[src/rtl/dsw_pkg.sv]
package dsw_pkg;
  localparam int FRAME_W  = 16;
  localparam int ADDR_LSB = 8;
  localparam int ADDR_W   = 3;
  localparam int DATA_W   = 8;
  localparam int NUM_CH   = 2;
  localparam int OCL_W    = 3;
  localparam int BLK_W    = 2;
  localparam int SEL_W    = 3;
  localparam int CH_BIT   = 7;
  localparam int CH_W     = $clog2(NUM_CH);

  typedef enum logic [ADDR_W-1:0] {
    CMD_STATUS = 3'd0,
    CMD_OUTCTL = 3'd1,
    CMD_OVRCUR = 3'd2,
    CMD_TIMING = 3'd3
  } cmd_e;

  typedef enum logic [SEL_W-1:0] {
    VIEW_CTRL  = 3'd0,
    VIEW_OVRC  = 3'd1,
    VIEW_TIME  = 3'd2
  } view_e;

  typedef struct packed {
    logic [OCL_W-1:0] ocl;
    logic             och;
    logic [BLK_W-1:0] blk;
    logic             todis;
    logic             oldis;
  } chan_cfg_t;
endpackage

[src/rtl/dsw_frame_decoder.sv]
module dsw_frame_decoder
  import dsw_pkg::*;
(
  input  logic               clk,
  input  logic               rst_n,
  input  logic               frame_valid,
  input  logic [FRAME_W-1:0] frame_word,
  output logic               wr_status,
  output logic               wr_outctl,
  output logic               wr_ovrcur,
  output logic               wr_timing,
  output logic [DATA_W-1:0]  cmd_data
);
  logic              fv_q;
  logic              take;
  logic [ADDR_W-1:0] addr;
  logic              unused_hi;

  always_ff @(posedge clk or negedge rst_n) begin
    if (!rst_n) fv_q <= 1'b0;
    else        fv_q <= frame_valid;
  end

  assign take      = frame_valid & ~fv_q;
  assign addr      = frame_word[ADDR_LSB +: ADDR_W];
  assign cmd_data  = frame_word[DATA_W-1:0];
  assign unused_hi = ^frame_word[FRAME_W-1:ADDR_LSB+ADDR_W];

  always_comb begin
    wr_status = 1'b0;
    wr_outctl = 1'b0;
    wr_ovrcur = 1'b0;
    wr_timing = 1'b0;
    if (take) begin
      case (addr)
        CMD_STATUS: wr_status = 1'b1;
        CMD_OUTCTL: wr_outctl = 1'b1;
        CMD_OVRCUR: wr_ovrcur = 1'b1;
        CMD_TIMING: wr_timing = 1'b1;
        default:    ;
      endcase
    end
  end
endmodule

[src/rtl/dsw_out_ctl.sv]
module dsw_out_ctl
  import dsw_pkg::*;
(
  input  logic              clk,
  input  logic              rst_n,
  input  logic              wr_outctl,
  input  logic              wdog_enable,
  input  logic [DATA_W-1:0] cmd_data,
  output logic [NUM_CH-1:0] ch_on,
  output logic [NUM_CH-1:0] sense_en,
  output logic              wdog_feed
);
  logic unused_mid;
  assign unused_mid = ^cmd_data[CH_BIT-1:2*NUM_CH];

  for (genvar g = 0; g < NUM_CH; g++) begin : g_ch
    always_ff @(posedge clk or negedge rst_n) begin
      if (!rst_n) begin
        ch_on[g]    <= 1'b0;
        sense_en[g] <= 1'b0;
      end else if (wr_outctl) begin
        ch_on[g]    <= cmd_data[2*g];
        sense_en[g] <= cmd_data[2*g+1];
      end
    end
  end

  always_ff @(posedge clk or negedge rst_n) begin
    if (!rst_n) wdog_feed <= 1'b0;
    else        wdog_feed <= wr_outctl & cmd_data[CH_BIT] & wdog_enable;
  end
endmodule

[src/rtl/dsw_chan_bank.sv]
module dsw_chan_bank
  import dsw_pkg::*;
(
  input  logic                         clk,
  input  logic                         rst_n,
  input  logic                         wr_ovrcur,
  input  logic                         wr_timing,
  input  logic [DATA_W-1:0]            cmd_data,
  output chan_cfg_t [NUM_CH-1:0]       cfg
);
  logic [CH_W-1:0] ch_pick;
  logic            unused_mid;

  assign ch_pick    = cmd_data[CH_BIT -: CH_W];
  assign unused_mid = ^cmd_data[CH_BIT-CH_W:4];

  for (genvar g = 0; g < NUM_CH; g++) begin : g_ch
    logic hit;
    assign hit = (ch_pick == CH_W'(g));

    always_ff @(posedge clk or negedge rst_n) begin
      if (!rst_n) begin
        cfg[g] <= '0;
      end else begin
        if (wr_ovrcur && hit) begin
          cfg[g].ocl <= cmd_data[OCL_W-1:0];
          cfg[g].och <= cmd_data[3];
        end
        if (wr_timing && hit) begin
          cfg[g].blk   <= cmd_data[BLK_W-1:0];
          cfg[g].todis <= cmd_data[2];
          cfg[g].oldis <= cmd_data[3];
        end
      end
    end
  end
endmodule

[src/rtl/dsw_readback.sv]
module dsw_readback
  import dsw_pkg::*;
(
  input  logic                   clk,
  input  logic                   rst_n,
  input  logic                   wr_status,
  input  logic [DATA_W-1:0]      cmd_data,
  input  logic [NUM_CH-1:0]      ch_on,
  input  logic [NUM_CH-1:0]      sense_en,
  input  logic                   sense_sum,
  input  chan_cfg_t [NUM_CH-1:0] cfg,
  output logic [DATA_W-1:0]      resp_byte
);
  logic [SEL_W-1:0] view_q;
  logic [CH_W-1:0]  ch_q;
  chan_cfg_t        pick;
  logic             unused_mid;

  assign unused_mid = ^cmd_data[CH_BIT-CH_W:SEL_W];

  always_ff @(posedge clk or negedge rst_n) begin
    if (!rst_n) begin
      view_q <= '0;
      ch_q   <= '0;
    end else if (wr_status) begin
      view_q <= cmd_data[SEL_W-1:0];
      ch_q   <= cmd_data[CH_BIT -: CH_W];
    end
  end

  assign pick = cfg[ch_q];

  always_comb begin
    resp_byte = '0;
    case (view_q)
      VIEW_CTRL: resp_byte = {3'b000, sense_sum, sense_en[1], ch_on[1],
                              sense_en[0], ch_on[0]};
      VIEW_OVRC: resp_byte = {4'b0000, pick.och, pick.ocl};
      VIEW_TIME: resp_byte = {4'b0000, pick.oldis, pick.todis, pick.blk};
      default:   resp_byte = '0;
    endcase
  end
endmodule

[src/rtl/dual_switch_regs.sv]
module dual_switch_regs
  import dsw_pkg::*;
(
  input  logic                      clk,
  input  logic                      rst_n,
  input  logic                      wdog_enable,
  input  logic                      frame_valid,
  input  logic [FRAME_W-1:0]        frame_word,
  output logic [NUM_CH-1:0]         ch_on,
  output logic [NUM_CH-1:0]         sense_en,
  output logic                      sense_sum,
  output logic [NUM_CH*OCL_W-1:0]   ocl_code,
  output logic [NUM_CH-1:0]         och_sel,
  output logic [NUM_CH*BLK_W-1:0]   blank_code,
  output logic [NUM_CH-1:0]         ocl_to_dis,
  output logic [NUM_CH-1:0]         ol_dis,
  output logic                      wdog_feed,
  output logic [DATA_W-1:0]         resp_byte
);
  logic                   wr_status, wr_outctl, wr_ovrcur, wr_timing;
  logic [DATA_W-1:0]      cmd_data;
  chan_cfg_t [NUM_CH-1:0] cfg;

  dsw_frame_decoder u_dec (
    .clk(clk), .rst_n(rst_n), .frame_valid(frame_valid), .frame_word(frame_word),
    .wr_status(wr_status), .wr_outctl(wr_outctl), .wr_ovrcur(wr_ovrcur),
    .wr_timing(wr_timing), .cmd_data(cmd_data)
  );

  dsw_out_ctl u_out (
    .clk(clk), .rst_n(rst_n), .wr_outctl(wr_outctl), .wdog_enable(wdog_enable),
    .cmd_data(cmd_data), .ch_on(ch_on), .sense_en(sense_en), .wdog_feed(wdog_feed)
  );

  dsw_chan_bank u_bank (
    .clk(clk), .rst_n(rst_n), .wr_ovrcur(wr_ovrcur), .wr_timing(wr_timing),
    .cmd_data(cmd_data), .cfg(cfg)
  );

  assign sense_sum = &sense_en;

  for (genvar g = 0; g < NUM_CH; g++) begin : g_flat
    assign ocl_code[g*OCL_W +: OCL_W]   = cfg[g].ocl;
    assign och_sel[g]                   = cfg[g].och;
    assign blank_code[g*BLK_W +: BLK_W] = cfg[g].blk;
    assign ocl_to_dis[g]                = cfg[g].todis;
    assign ol_dis[g]                    = cfg[g].oldis;
  end

  dsw_readback u_rb (
    .clk(clk), .rst_n(rst_n), .wr_status(wr_status), .cmd_data(cmd_data),
    .ch_on(ch_on), .sense_en(sense_en), .sense_sum(sense_sum), .cfg(cfg),
    .resp_byte(resp_byte)
  );
endmodule

[config.mk]
export PLATFORM = sky130hd
export DESIGN_NAME = dual_switch_regs
export DESIGN_NICKNAME = d
export VERILOG_FILES = /design/src/rtl/dsw_pkg.sv /design/src/rtl/dsw_frame_decoder.sv /design/src/rtl/dsw_out_ctl.sv /design/src/rtl/dsw_chan_bank.sv /design/src/rtl/dsw_readback.sv /design/src/rtl/dual_switch_regs.sv
export SDC_FILE = /design/constraint.sdc
export NUM_CORES = 1
export LEC_CHECK = 0
export CAP_MARGIN = 20
export CORE_AREA = 2 2 46 80
export DETAILED_ROUTE_END_ITERATION = 10
export DIE_AREA = 0 0 48 82
export PLACE_DENSITY = 0.82
export SLEW_MARGIN = 25
export SYNTH_ARGS = -nofsm -noshare
export SYNTH_HDL_FRONTEND = slang
export SYNTH_SLANG_ARGS = --single-unit
[constraint.sdc]
create_clock -name clk -period 2.5 [get_ports clk]
set_clock_uncertainty 0.15 [all_clocks]
set_input_delay 0.75 -clock clk [delete_from_list [all_inputs] [get_ports clk]]
set_output_delay 0.75 -clock clk [all_outputs]
set_load 0.005 [all_outputs]
---- After elaboration in Yosys (flattened, before gate mapping) ----
Index checks and enable logic that the tools add are counted.
word-level totals
  register bits ........................... 26
  input port bits ......................... 20
  output and inout port bits .............. 30
operators by class
  order comparisons ....................... 1
  eq/ne operators ......................... 5
  multiplexer cells ....................... 11
  bitwise logic cells ..................... 5
  reductions and logical operators ........ 7
operator list
  operator                                                                       number
  8-bit 2-to-1 mux                                                               2
  5-bit case mux with 3 select lines                                             1
  3-bit by 2-bit equality test with 1-bit output (second input constant)         3
  1-bit 2-to-1 mux                                                               8
  3-bit by 1-bit equality test with 1-bit output (second input constant)         2
  3-bit logical NOT                                                              2
  1-bit logical AND                                                              4
  1-bit bitwise AND                                                              3
  1-bit by 2-bit less-than comparator with 1-bit output (second input constant)  1
  1-bit NOT                                                                      2
  2-bit AND reduction                                                            1

---- Logic depth before layout (Yosys ltp) ----
  word-level depth ........................ 5
  mapped depth ............................ 4
  mapped depth without buffers ............ 3

---- By module ----
A second synthesis with hierarchy kept.
second synthesis, totals
  cell total of the unflattened synthesis .. 101
  area total of the unflattened synthesis .. 1308.8 um2
by module, submodules not included
  module             times used  cells an instance  area an instance (um2)
  dsw_chan_bank      1           37                 634.4
  dsw_readback       1           37                 360.3
  dsw_out_ctl        1           10                 177.7
  dsw_frame_decoder  1           16                 130.1
  dual_switch_regs   1           1                  6.3

---- Worst setup path before layout ----
OpenSTA, ideal clock, no wires.
  path kind ............................... reg2out
  start ................................... register u_rb.view_q[1]
  end ..................................... output resp_byte[0]
  data arrival time ....................... 1036 ps
  data required time ...................... 1600 ps
  slack ................................... 564 ps
  cell stages (with the launch flop) ...... 3
  path buffers ............................ 0
  path through ............................ dfrtp_1 -> or3b_2 -> o21ai_0
on the way
  word-level cells in the longest chain between the ends .. 2
  elaborated cells on any way between the ends .. 4
  classes of those cells .................. eq/ne (2); mux (1); reduce/logical (1)
ends and longest elaborated chain
  what                                                                          line                    text
  from (decl)                                                                   dsw_readback.sv:14      logic [SEL_W-1:0] view_q;
  from (signal assigned)                                                        dsw_readback.sv:26      view_q <= cmd_data[SEL_W-1:0];
  3-bit by 2-bit equality test with 1-bit output, or another cell as far along  dsw_readback.sv:35      case (view_q)
  5-bit case mux with 3 select lines *                                          dsw_readback.sv:35
  to (decl)                                                                     dual_switch_regs.sv:18  output logic [DATA_W-1:0] resp_byte
Mark *: on every way between the ends. The rest lies on a longest branch, timed or not.

---- Final worst setup path ----
  start ................................... register u_rb.ch_q
  end ..................................... output resp_byte[0]
on the way
  word-level cells in the longest chain between the ends .. 3
ends and longest elaborated chain
  what                                                 line                text
  from (decl)                                          dsw_readback.sv:15  logic [CH_W-1:0] ch_q;
  from (signal assigned)                               dsw_readback.sv:27  ch_q <= cmd_data[CH_BIT -: CH_W];
  8-bit 2-to-1 mux (not written as such) (2 in a row)  dsw_readback.sv:31  assign pick = cfg[ch_q];
  5-bit case mux with 3 select lines                   dsw_readback.sv:35
Every way passes these cells. The select of a mux whose other input is x is not followed.

==> metrics.cfg <==
[pwr]
pwr-share-comb_pct=35.5
p_seq_share_pct=46.0
power_density_nw_per_um2=724
p_leak_nw=0.779
switching_power_w=0.000347
switching_share_pct=27.7
irDropWorstVdd_uv=452
intPower_w=0.000907
p_clk_share_pct=18.4

[worst_setup_path]
reg2regPathDepth=3
slowest_stage=dfrtp_2
worst-path-max-fanout=6
crit_arrival_ns=1.52
crit_chain=buf_4 > mux2i_1 > a211o_1 > o21ai_1 > buf_2
worstPathRequired_ns=1.60
rrSetupSlack_ns=0.89
startpoint_type=flop
critPathCapture=resp_byte[0]
startpoint=u_rb.ch_q
max_stage_delay_ns=0.47
timing.rr.end=u_bank.cfg[11]
worst_setup_path_end_kind=output pin
rr_startpoint=u_dec.fv_q
crit_type=flop to output pin

[synthesis]
synth_warnings=0
synth_compound_gate_area_share_pct=4.43
synth_adder_area_share_pct=0
async_flop_share_pct=100
synth_area_leaders=dfrtp_1 (52%), mux2_2 (18%), mux2i_1 (6.4%)
synth_edf_count=0
netlist_area_um2=1240
synth.most_common_cell=dfrtp_1
synthCells=92
synth_xor_area_share_pct=0
yosysUniqueCellTypes=22
yosysSeqAreaShare_pct=52.4
syn_avg_cell_area_um2=13.5
synth-seq-cells=26
ys.flop_type=dfrtp_1
synthSimpleGateAreaFrac_pct=10.1
synth_top_cell_by_area=dfrtp_1
muxShareOfSynthArea_pct=29.4
synthTopCellsByCount=dfrtp_1 (26), mux2_2 (20), mux2i_1 (8)
synth_top_family_by_area=multiplexers
yosysTopAreaCellShare_pct=52.4

[finish]
finalInstanceArea_um2=1730
layout-drive-gt1-share_pct=31.1
area_growth_pct=39.3
nFillCells=302
diodes=0
post-route-util_pct=52.0
final_net_count=157

[sta]
setup_viol=0
max_freq_ghz=0.414
finalCriticalPeriod_ns=2.42
finalHoldViolCount=0
min_period_over_period_pct=96.7
rsz0062_at_grt=no
drv_slew=0

[status]
status=completed

[run]
drv_cap=0

[clock_tree]
clkSinkCount=26
cts.htree.levels=1
numCtsBuffers=3
clkLatencyLatePin_ns=0.27
cts_tree=built
cts_buffer_depth=2
clock-root-buffer=clkbuf_8
clk_pin_slew_worst_paths_ns=0.08

[grt]
grt_pass1_wl_um=4300
globalRouteTotalUtil_pct=16.0
grt_max_degree=27
antenna_found_initial=0
overflow=0
first_global_vias=957

[placement]
hpwlAfterDp_um=2230
gp_congestion=0.778
post_dp_cell_area_um2=1680
port-buffer-count=38

[floorplan]
rows=28
initial_core_util_pct=37.3
core_area_um2=3330
die-area_um2=3940
die_h_um=82
num_io_pins=50
die_x_um=48

[route]
via_per_inst=4.89
ant_nets=0
drtIter0Drc=6
wl_um=2800
drc_errors=0
num_vias=881
dr.pass1.iters=4
wl_per_cell_um=15.6

[worst_hold_path]
hp-class=flop to flop

==> cells by family (layout without fill, tap and decap cells) <==
family                 count (synthesis)  count (layout)
AO/OA/AOI/OAI                          8               8
multiplexers                          32              32
AND/OR/NAND/NOR                       19              19
other                                  1               3
buffers and inverters                  6              47
flip-flops                            26              26
==> worst min-delay path by stage <==
stage                   start              to  slack, ns  cells after the start
5_1_grt         u_bank.cfg[4]   u_bank.cfg[4]       0.42                      1
4_1_cts         u_bank.cfg[5]   u_bank.cfg[5]       0.40                      1
2_1_floorplan           rst_n   u_bank.cfg[0]       0.30                      0
3_5_place_dp   u_rb.view_q[2]  u_rb.view_q[2]       0.37                      1
6_report        u_bank.cfg[5]   u_bank.cfg[5]       0.39                      1
3_3_place_gp   u_rb.view_q[0]  u_rb.view_q[0]       0.35                      1
==> through the flow <==
stage / setup TNS (ns) / instances / total power [W] / setup WS [ns] / hold slack (ns)
final: 0 / 180 / 0.00125 / 0.0820 / 0.389
after floorplan: 0 / 94 / 0.000759 / 0.564 / 0.304
after detailed placement: -0.0545 / 176 / 0.00103 / -0.0390 / 0.368
after CTS: 0 / 180 / 0.00127 / 0.0741 / 0.396
after global routing: 0 / 180 / 0.00132 / 0.0118 / 0.416
after global placement: -0.0939 / 176 / 0.00102 / -0.0653 / 0.350
==> critical path, delay by kind of cell (launching register included) <==
family | cells | cell delay (ns)
mux | 1 | 0.11
buf+inv | 2 | 0.29
flops | 1 | 0.47
compound gates | 2 | 0.37
==> repair_timing <==
item,CTS,global route
setup endpoints to repair,5,0
hold buffers,0,0
buffers inserted,1,0
resized for setup,16,0
hold endpoints to repair,0,0
==> sequential cells by signal (all words and copies together), names as in the netlist <==
name             count
u_dec.fv_q           1
u_out.wdog_feed      1
u_rb.ch_q            1
u_rb.view_q          3
u_out.ch_on          2
u_bank.cfg          16
u_out.sense_en       2
==> area by class of cell <==
type                    count  area (um2)  share of cell area, %
clock buffers               3        41.3                   2.39
well taps                  45        56.3                   3.25
repair buffers             44         415                   24.0
flip-flops and latches     26         652                   37.7
multi-input cells          62         566                   32.7
==> routing by layer <==
| metal | global-route usage [%] | vias up | routed length [um] |
|---|---|---|---|
| met1 | 16.6 | 431 | 1060 |
| met4 | 11.1 | 0 | 106 |
| met3 | 1.54 | 9 | 97 |
| met5 | 0 | - | 0 |
| li1 | - | 410 | - |
| met2 | 27.9 | 31 | 1540 |
==> power by group through the flow <==
stage / sequential, W / combinational, W / clock (W)
2_1_floorplan: 0.000565 / 0.000193 / 0
3_3_place_gp: 0.000577 / 0.000438 / 0
3_5_place_dp: 0.000585 / 0.000449 / 0
4_1_cts: 0.000578 / 0.000451 / 0.000237
5_1_grt: 0.000587 / 0.000483 / 0.000249
6_report: 0.000577 / 0.000445 / 0.000231
==> placed cells by master, fill, tap and decap left out, drive strengths merged, types with 3 or more instances in the layout <==
master,instances
mux2i,8
clkdlybuf4s50,33
buf,7
dlygate4sd2,4
o21ai,4
a211o,4
clkbuf,3
nand2,3
conb,3
mux2,24
dfrtp,26
nor2,6
Note: power is estimated with default switching activity, not from simulation.
